==> src/rtl/pid_flush_pkg.sv <==
package pid_flush_pkg;
  parameter int unsigned WORD_W = 32;
  typedef logic [WORD_W-1:0] word_t;

  typedef struct packed {
    logic  vld;
    word_t addr;
  } report_t;
endpackage

==> src/rtl/pid_flush_field.sv <==
module pid_flush_field #(
  parameter int unsigned N = 16,
  localparam int unsigned W = (N > 1) ? $clog2(N) : 1
) (
  input  logic         clk_i,
  input  logic         rst_ni,
  input  logic         clr_i,
  input  logic         inc_i,
  output logic [W-1:0] val_o,
  output logic         max_o
);
  localparam logic [W-1:0] MAXV = W'(N - 1);

  logic [W-1:0] q;

  always_ff @(posedge clk_i or negedge rst_ni) begin
    if (!rst_ni)    q <= '0;
    else if (clr_i) q <= '0;
    else if (inc_i) q <= (q == MAXV) ? '0 : q + 1'b1;
  end

  assign val_o = q;
  assign max_o = (q == MAXV);

  p_inc_r3: assert property (@(posedge clk_i) disable iff (!rst_ni)
    inc_i && !clr_i && !max_o |=> val_o == $past(val_o) + W'(1));
  p_wrap_r3: assert property (@(posedge clk_i) disable iff (!rst_ni)
    inc_i && !clr_i && max_o |=> val_o == '0);
endmodule

==> src/rtl/pid_flush_walk.sv <==
module pid_flush_walk #(
  parameter int unsigned N_TBL = 2,
  parameter int unsigned N_WAY = 4,
  parameter int unsigned N_IDX = 16,
  localparam int unsigned TW = (N_TBL > 1) ? $clog2(N_TBL) : 1,
  localparam int unsigned WW = (N_WAY > 1) ? $clog2(N_WAY) : 1,
  localparam int unsigned IW = (N_IDX > 1) ? $clog2(N_IDX) : 1
) (
  input  logic          clk_i,
  input  logic          rst_ni,
  input  logic          clr_i,
  input  logic          step_i,
  output logic [TW-1:0] tbl_o,
  output logic [WW-1:0] way_o,
  output logic [IW-1:0] idx_o,
  output logic          last_o
);
  logic idx_max, way_max, tbl_max;

  // index fastest, then way, then table
  pid_flush_field #(.N(N_IDX)) u_idx (
    .clk_i, .rst_ni, .clr_i, .inc_i(step_i),
    .val_o(idx_o), .max_o(idx_max));
  pid_flush_field #(.N(N_WAY)) u_way (
    .clk_i, .rst_ni, .clr_i, .inc_i(step_i && idx_max),
    .val_o(way_o), .max_o(way_max));
  pid_flush_field #(.N(N_TBL)) u_tbl (
    .clk_i, .rst_ni, .clr_i, .inc_i(step_i && idx_max && way_max),
    .val_o(tbl_o), .max_o(tbl_max));

  assign last_o = idx_max && way_max && tbl_max;

  p_hold_r7: assert property (@(posedge clk_i) disable iff (!rst_ni)
    !step_i && !clr_i |=> $stable({tbl_o, way_o, idx_o}));
endmodule

==> src/rtl/pid_flush_match.sv <==
module pid_flush_match
  import pid_flush_pkg::*;
#(
  parameter int unsigned PID_W      = 8,
  parameter int unsigned PAGE_SHIFT = 13,
  parameter int unsigned VALID_BIT  = 3,
  parameter int unsigned GLOBAL_BIT = 4
) (
  input  word_t            tag_i,
  input  word_t            data_i,
  input  logic [PID_W-1:0] pid_i,
  output logic             hit_o,
  output word_t            page_o
);
  logic own;

  assign own    = (tag_i[PID_W-1:0] == pid_i);
  assign hit_o  = data_i[VALID_BIT] && !data_i[GLOBAL_BIT] && own;
  assign page_o = (tag_i >> PAGE_SHIFT) << PAGE_SHIFT;
endmodule

==> src/rtl/pid_flush_scanner.sv <==
module pid_flush_scanner
  import pid_flush_pkg::*;
#(
  parameter int unsigned N_TBL      = 2,
  parameter int unsigned N_WAY      = 4,
  parameter int unsigned N_IDX      = 16,
  parameter int unsigned PID_IN_W   = 32,
  parameter int unsigned PID_W      = 8,
  parameter int unsigned PAGE_SHIFT = 13,
  parameter int unsigned VALID_BIT  = 3,
  parameter int unsigned GLOBAL_BIT = 4,
  localparam int unsigned TW = (N_TBL > 1) ? $clog2(N_TBL) : 1,
  localparam int unsigned WW = (N_WAY > 1) ? $clog2(N_WAY) : 1,
  localparam int unsigned IW = (N_IDX > 1) ? $clog2(N_IDX) : 1
) (
  input  logic                clk_i,
  input  logic                rst_ni,
  input  logic                start_i,
  input  logic [PID_IN_W-1:0] pid_i,
  output logic [TW-1:0]       tbl_o,
  output logic [WW-1:0]       way_o,
  output logic [IW-1:0]       idx_o,
  input  logic [WORD_W-1:0]   tlb_tag_i,
  input  logic [WORD_W-1:0]   tlb_data_i,
  input  logic                inv_ready_i,
  output logic                inv_valid_o,
  output logic [WORD_W-1:0]   inv_addr_o,
  output logic                busy_o,
  output logic                done_o
);
  logic             busy_q, done_q;
  logic [PID_W-1:0] pid_q;
  report_t          rep_q;
  logic             start_acc, adv, last, hit;
  word_t            page;

  assign start_acc = start_i && !busy_q;
  assign adv       = busy_q && inv_ready_i;

  pid_flush_walk #(.N_TBL(N_TBL), .N_WAY(N_WAY), .N_IDX(N_IDX)) u_walk (
    .clk_i, .rst_ni, .clr_i(start_acc), .step_i(adv),
    .tbl_o, .way_o, .idx_o, .last_o(last));

  pid_flush_match #(
    .PID_W(PID_W), .PAGE_SHIFT(PAGE_SHIFT),
    .VALID_BIT(VALID_BIT), .GLOBAL_BIT(GLOBAL_BIT)
  ) u_match (
    .tag_i(tlb_tag_i), .data_i(tlb_data_i), .pid_i(pid_q),
    .hit_o(hit), .page_o(page));

  always_ff @(posedge clk_i or negedge rst_ni) begin
    if (!rst_ni) begin
      busy_q <= 1'b0;
      done_q <= 1'b0;
      pid_q  <= '0;
      rep_q  <= '0;
    end else begin
      done_q    <= adv && last;
      rep_q.vld <= adv && hit;
      if (adv && hit) rep_q.addr <= page;
      if (start_acc) begin
        busy_q <= 1'b1;
        pid_q  <= pid_i[PID_W-1:0];
      end else if (adv && last) begin
        busy_q <= 1'b0;
      end
    end
  end

  assign busy_o      = busy_q;
  assign done_o      = done_q;
  assign inv_valid_o = rep_q.vld;
  assign inv_addr_o  = rep_q.addr;

  p_ignore_start_r9: assert property (@(posedge clk_i) disable iff (!rst_ni)
    busy_q && start_i |=> $stable(pid_q));
  p_done_pulse_r8: assert property (@(posedge clk_i) disable iff (!rst_ni)
    done_o |=> !done_o);
  p_done_idle_r8: assert property (@(posedge clk_i) disable iff (!rst_ni)
    done_o |-> !busy_o);
  p_rep_in_scan_r6: assert property (@(posedge clk_i) disable iff (!rst_ni)
    inv_valid_o |-> $past(busy_q && inv_ready_i));
  p_stall_quiet_r7: assert property (@(posedge clk_i) disable iff (!rst_ni)
    busy_q && !inv_ready_i |=> !inv_valid_o);
  p_start_r2: assert property (@(posedge clk_i) disable iff (!rst_ni)
    start_i && !busy_o |=> busy_o);
endmodule

==> config.mk <==
export PLATFORM = sky130hd
export DESIGN_NAME = pid_flush_scanner
export DESIGN_NICKNAME = d
export VERILOG_FILES = /design/src/rtl/pid_flush_pkg.sv /design/src/rtl/pid_flush_field.sv /design/src/rtl/pid_flush_walk.sv /design/src/rtl/pid_flush_match.sv /design/src/rtl/pid_flush_scanner.sv
export SDC_FILE = /design/constraint.sdc
export NUM_CORES = 1
export LEC_CHECK = 0
export ABC_AREA = 1
export CAP_MARGIN = 10
export CELL_PAD_IN_SITES_DETAIL_PLACEMENT = 2
export CELL_PAD_IN_SITES_GLOBAL_PLACEMENT = 2
export CORE_MARGIN = 4
export CORE_UTILIZATION = 21
export CTS_CLUSTER_SIZE = 12
export DETAILED_ROUTE_END_ITERATION = 16
export PLACE_DENSITY = 0.89
export RECOVER_POWER = 50
export SLEW_MARGIN = 20
export SYNTH_ARGS = -nofsm -noshare
export SYNTH_HDL_FRONTEND = slang
export SYNTH_HIERARCHICAL = 1
export SYNTH_SLANG_ARGS = --single-unit
==> constraint.sdc <==
create_clock -name clk_i -period 2 [get_ports clk_i]
set_clock_uncertainty 0.15 [all_clocks]
set_input_delay 0.6 -clock clk_i [delete_from_list [all_inputs] [get_ports clk_i]]
set_output_delay 0.6 -clock clk_i [all_outputs]
set_load 0.005 [all_outputs]
==> results by stage <==
Status:
- The flow ran to the end, and the final reports show no timing, DRC or antenna violations.

Finish:
- For this run, the post-layout net count is 489.
- Relative to the synthesized area, the layout overhead comes to 47.1%.
- The number of diodes is 0.
- The proportion of layout cells with a drive suffix above 1 is about 15%.
- Leaving out fill and tap cells, the most frequent cells in the layout are nand2_1 (107), clkdlybuf4s50_1 (71), dfrtp_1 (47).
- The finished layout holds ~540 standard cells, fillers aside.
- The number of inserted filler cells in the final layout is ~1400.
- The most common cell after layout, fill and taps aside is nand2_1.

Drt:
- The length of routed met2 wiring is 4.63 mm.
- In this run the remaining antenna-violating nets after routing total 0.
- Wires add up to 8.47 mm.
- The uppermost layer routed is met4.
- In the routed layout, each cell is associated on average with a via count of about 4.3.
- The met1 wire length is approximately 3.4 mm.
- The number of remaining DRC errors is 0.
- After detailed routing, the average wire length per cell comes to approximately 16 um.
- The number of detailed-routing iterations run before antenna repair is 4.
- The detailed-routed wire length on met3 is between 300 and 400 um.
- The total via count after detailed routing is roughly 2300.
- The iteration-0 DRC count of the detailed router is ~110.

STA:
- In the final timing run, aggregate negative setup slack is 0 ns.
- The total count of hold-check failures in the final report came to 0.
- Setup repair after global routing left no endpoint under its margin.
- The part of the cycle the worst path needs is roughly 100%.
- The number of pins with negative max-slew slack in the final report is 0.
- The setup violation total in the final timing report is 0.
- The maximum operating frequency is 510 MHz.
- The worst path in the final design needs a cycle of roughly 2 ns, including I/O delays and setup.

Worst setup path:
- The critical path is of the flip-flop to output pin type.
- The critical path goes through clkdlybuf4s50_1.
- At the worst endpoint, the required time is 1.25 ns.
- Together, buffers and inverters on the worst path number 1.
- The worst register-to-register path ends at u_walk/u_tbl/max_o.
- In this design, the largest share of critical-path delay is due to buffers and inverters.
- The cell with the largest stage delay on the worst path is clkdlybuf4s50_1.
- For this run, the slowest stage of the critical path takes approximately 0.52 ns.
- The worst flop-to-flop path startpoint is busy_o.
- At the worst endpoint, the arrival time is approximately 1.2 ns.
- Of all nets on the critical path, the largest fanout is 4.
- For flop-to-flop paths, the worst setup slack is between 0.2 and 0.25 ns.
- The element type at the critical path end is an output pin.
- STA classifies the critical path startpoint as a flip-flop.
- The length in cells of the worst reg-to-reg path is 8.

Yosys:
- In this run, distinct cell masters in the synthesized netlist total 22.
- Of the post-synthesis cell area, the dominant cell type holds approximately half.
- By area the synthesized netlist is led by dfrtp_1 (49%), nand2_1 (17%), buf_4 (9.9%).
- The warning count from the yosys run is 6.
- The mean instance size in the synthesized netlist is a little over 8 um^2.
- The post-synthesis cell type with the largest combined area is dfrtp_1.
- The synthesized netlist occupies a cell area of around 2600 um^2.
- Synthesis handed over a netlist of 310 instances.
- Counting flops and latches in the post-synthesis netlist gives 50.
- Sequential elements use 48.7% of the synthesized area.

Clocking:
- In this run, CTS created clock tree buffers numbering 5.
- In this run the number of H-tree levels came out at 2.
- The cell at the root of the clock tree is clkbuf_16.
- CTS saw 50 sinks.
- The clock-pin slew of the registers on the worst-case setup and hold paths is approximately 0.070 ns.
- The worst-skew pair later-pin latency is slightly below 0.3 ns.
- The TritonCTS clock tree is built.
- The maximum clock insertion buffer count is 2.

Power:
- After layout, the design draws a total of approximately 0.0026 W.
- The leakage dissipation is 1.92 nW.
- The power density relative to cell area is 690 nW/um^2.
- VDD sags by at most 0.335 mV.

GRT:
- The number of global-route vias before repair came to between 2000 and 3000.
- The initial antenna violation count is 0.
- Entering global routing, the biggest net connects between 50 and 60 pins.
- Global routing finished with a remaining overflow of 0.
- The global router's overall resource usage is approximately an eighth.
- The first global-routing pass estimated 14.3 mm of wire.

Flow run:
- The tool flagged a number of max-cap violations equal to 0.

Floorplanning:
- The die extent in x is 119 um.
- The total die area is between 10000 and 15000 um^2.
- The standard-cell row count is 40.
- For this design the top-level I/O count stands at approximately 140.
- The starting utilization of the core area is about a fifth.
- In this run the vertical extent of the chip is 119 um.
- The core region area is 12000 um^2.

Place:
- Input and output buffers added on the ports amount to approximately 80.
- The HPWL after detailed placement is between 5 and 6 mm.
- The routability congestion estimate from global placement is ~0.75.
- The number of placed cells counting well taps is 516.

Min path:
- The tightest min-delay check is of the input pin to async pin type.
==> synth_stat cells, drive strengths merged <==
library cell / n
buf: 48
nand4: 33
inv: 24
conb: 1
nor3b: 1
o21ai: 1
nand3: 9
ha: 2
nor2: 17
a21oi: 1
xnor2: 3
dfrtp: 50
nand2: 119
a22o: 1
==> state kept, by name, summed over array words and instances, names as in the netlist <==
name / flops
busy_o: 1
done_o: 1
inv_addr_o: 32
inv_valid_o: 1
pid_q: 8
u_walk/u_idx/val_o: 4
u_walk/u_tbl/max_o: 1
u_walk/u_way/val_o: 2
==> cells by family after synthesis <==
group,after synthesis,synth area share [%]
AND/OR/NAND/NOR,179,31.5
buffers and inverters,72,16.9
flip-flops,50,48.7
AO/OA/AOI/OAI,3,0.730
XOR/XNOR,3,1.02
adder cells (fa/ha/maj),2,0.974
other,1,0.146
==> worst max path at each step <==
stage / start / end / slack [ns] / cells past startpoint
finish: u_walk/u_way/val_o[0] / way_o[0] / 0.04 / 1
global route: u_walk/u_idx/val_o[0] / idx_o[0] / 0.0006 / 1
CTS: tlb_tag_i[3] / inv_addr_o[30] / 0.005 / 9
detailed placement: tlb_tag_i[6] / inv_addr_o[19] / -0.43 / 11
global placement: tlb_tag_i[5] / inv_addr_o[3] / -0.38 / 11
floorplan: tlb_data_i[3] / inv_addr_o[13] / 0.28 / 11
==> per-layer routing <==
layer / global-route usage, % / up-vias
met1: 14.5 / 1157
met4: 3.04 / 0
met2: 23.9 / 47
met3: 2.39 / 8
li1: - / 1082
met5: 0 / -
==> what timing repair did <==
action                                  4_1_cts  5_1_grt
cloned                                        3        0
hold buffers                                  0        0
hold endpoints to repair                      0        0
buffers inserted                              7        2
pin swaps                                    11        5
endpoints found under the setup margin       37       23
gates resized for setup                      33        2
==> power by group <==
part	internal, W	leakage [nW]	switching, W
logic	0.000329	1.17	0.000243
registers	0.00110	0.671	0.0000690
clock network	0.000497	0.0739	0.000374
==> final cells by class <==
| type | count | area (um^2) | area share (%) |
|---|---|---|---|
| repair buffers | 106 | 1120 | 29.7 |
| clock buffers | 7 | 143 | 3.77 |
| flip-flops and latches | 50 | 1250 | 33.2 |
| clock inverters | 1 | 5.00 | 0.132 |
| multi-input cells | 200 | 981 | 26.0 |
| inverters | 24 | 90.1 | 2.38 |
| well taps | 147 | 184 | 4.87 |
==> metrics by stage <==
stage,cell area (um^2),utilization [%],worst slack (ns),hold slack (ns)
6_report,3780,31.5,0.0391,0.192
5_1_grt,3780,31.5,0.000587,0.208
4_1_cts,3780,31.5,0.00470,0.154
3_5_place_dp,3420,28.5,-0.432,0.328
3_3_place_gp,3420,28.5,-0.385,0.314
2_1_floorplan,2610,-,0.280,0.154
(Power assumes the default switching activity.)
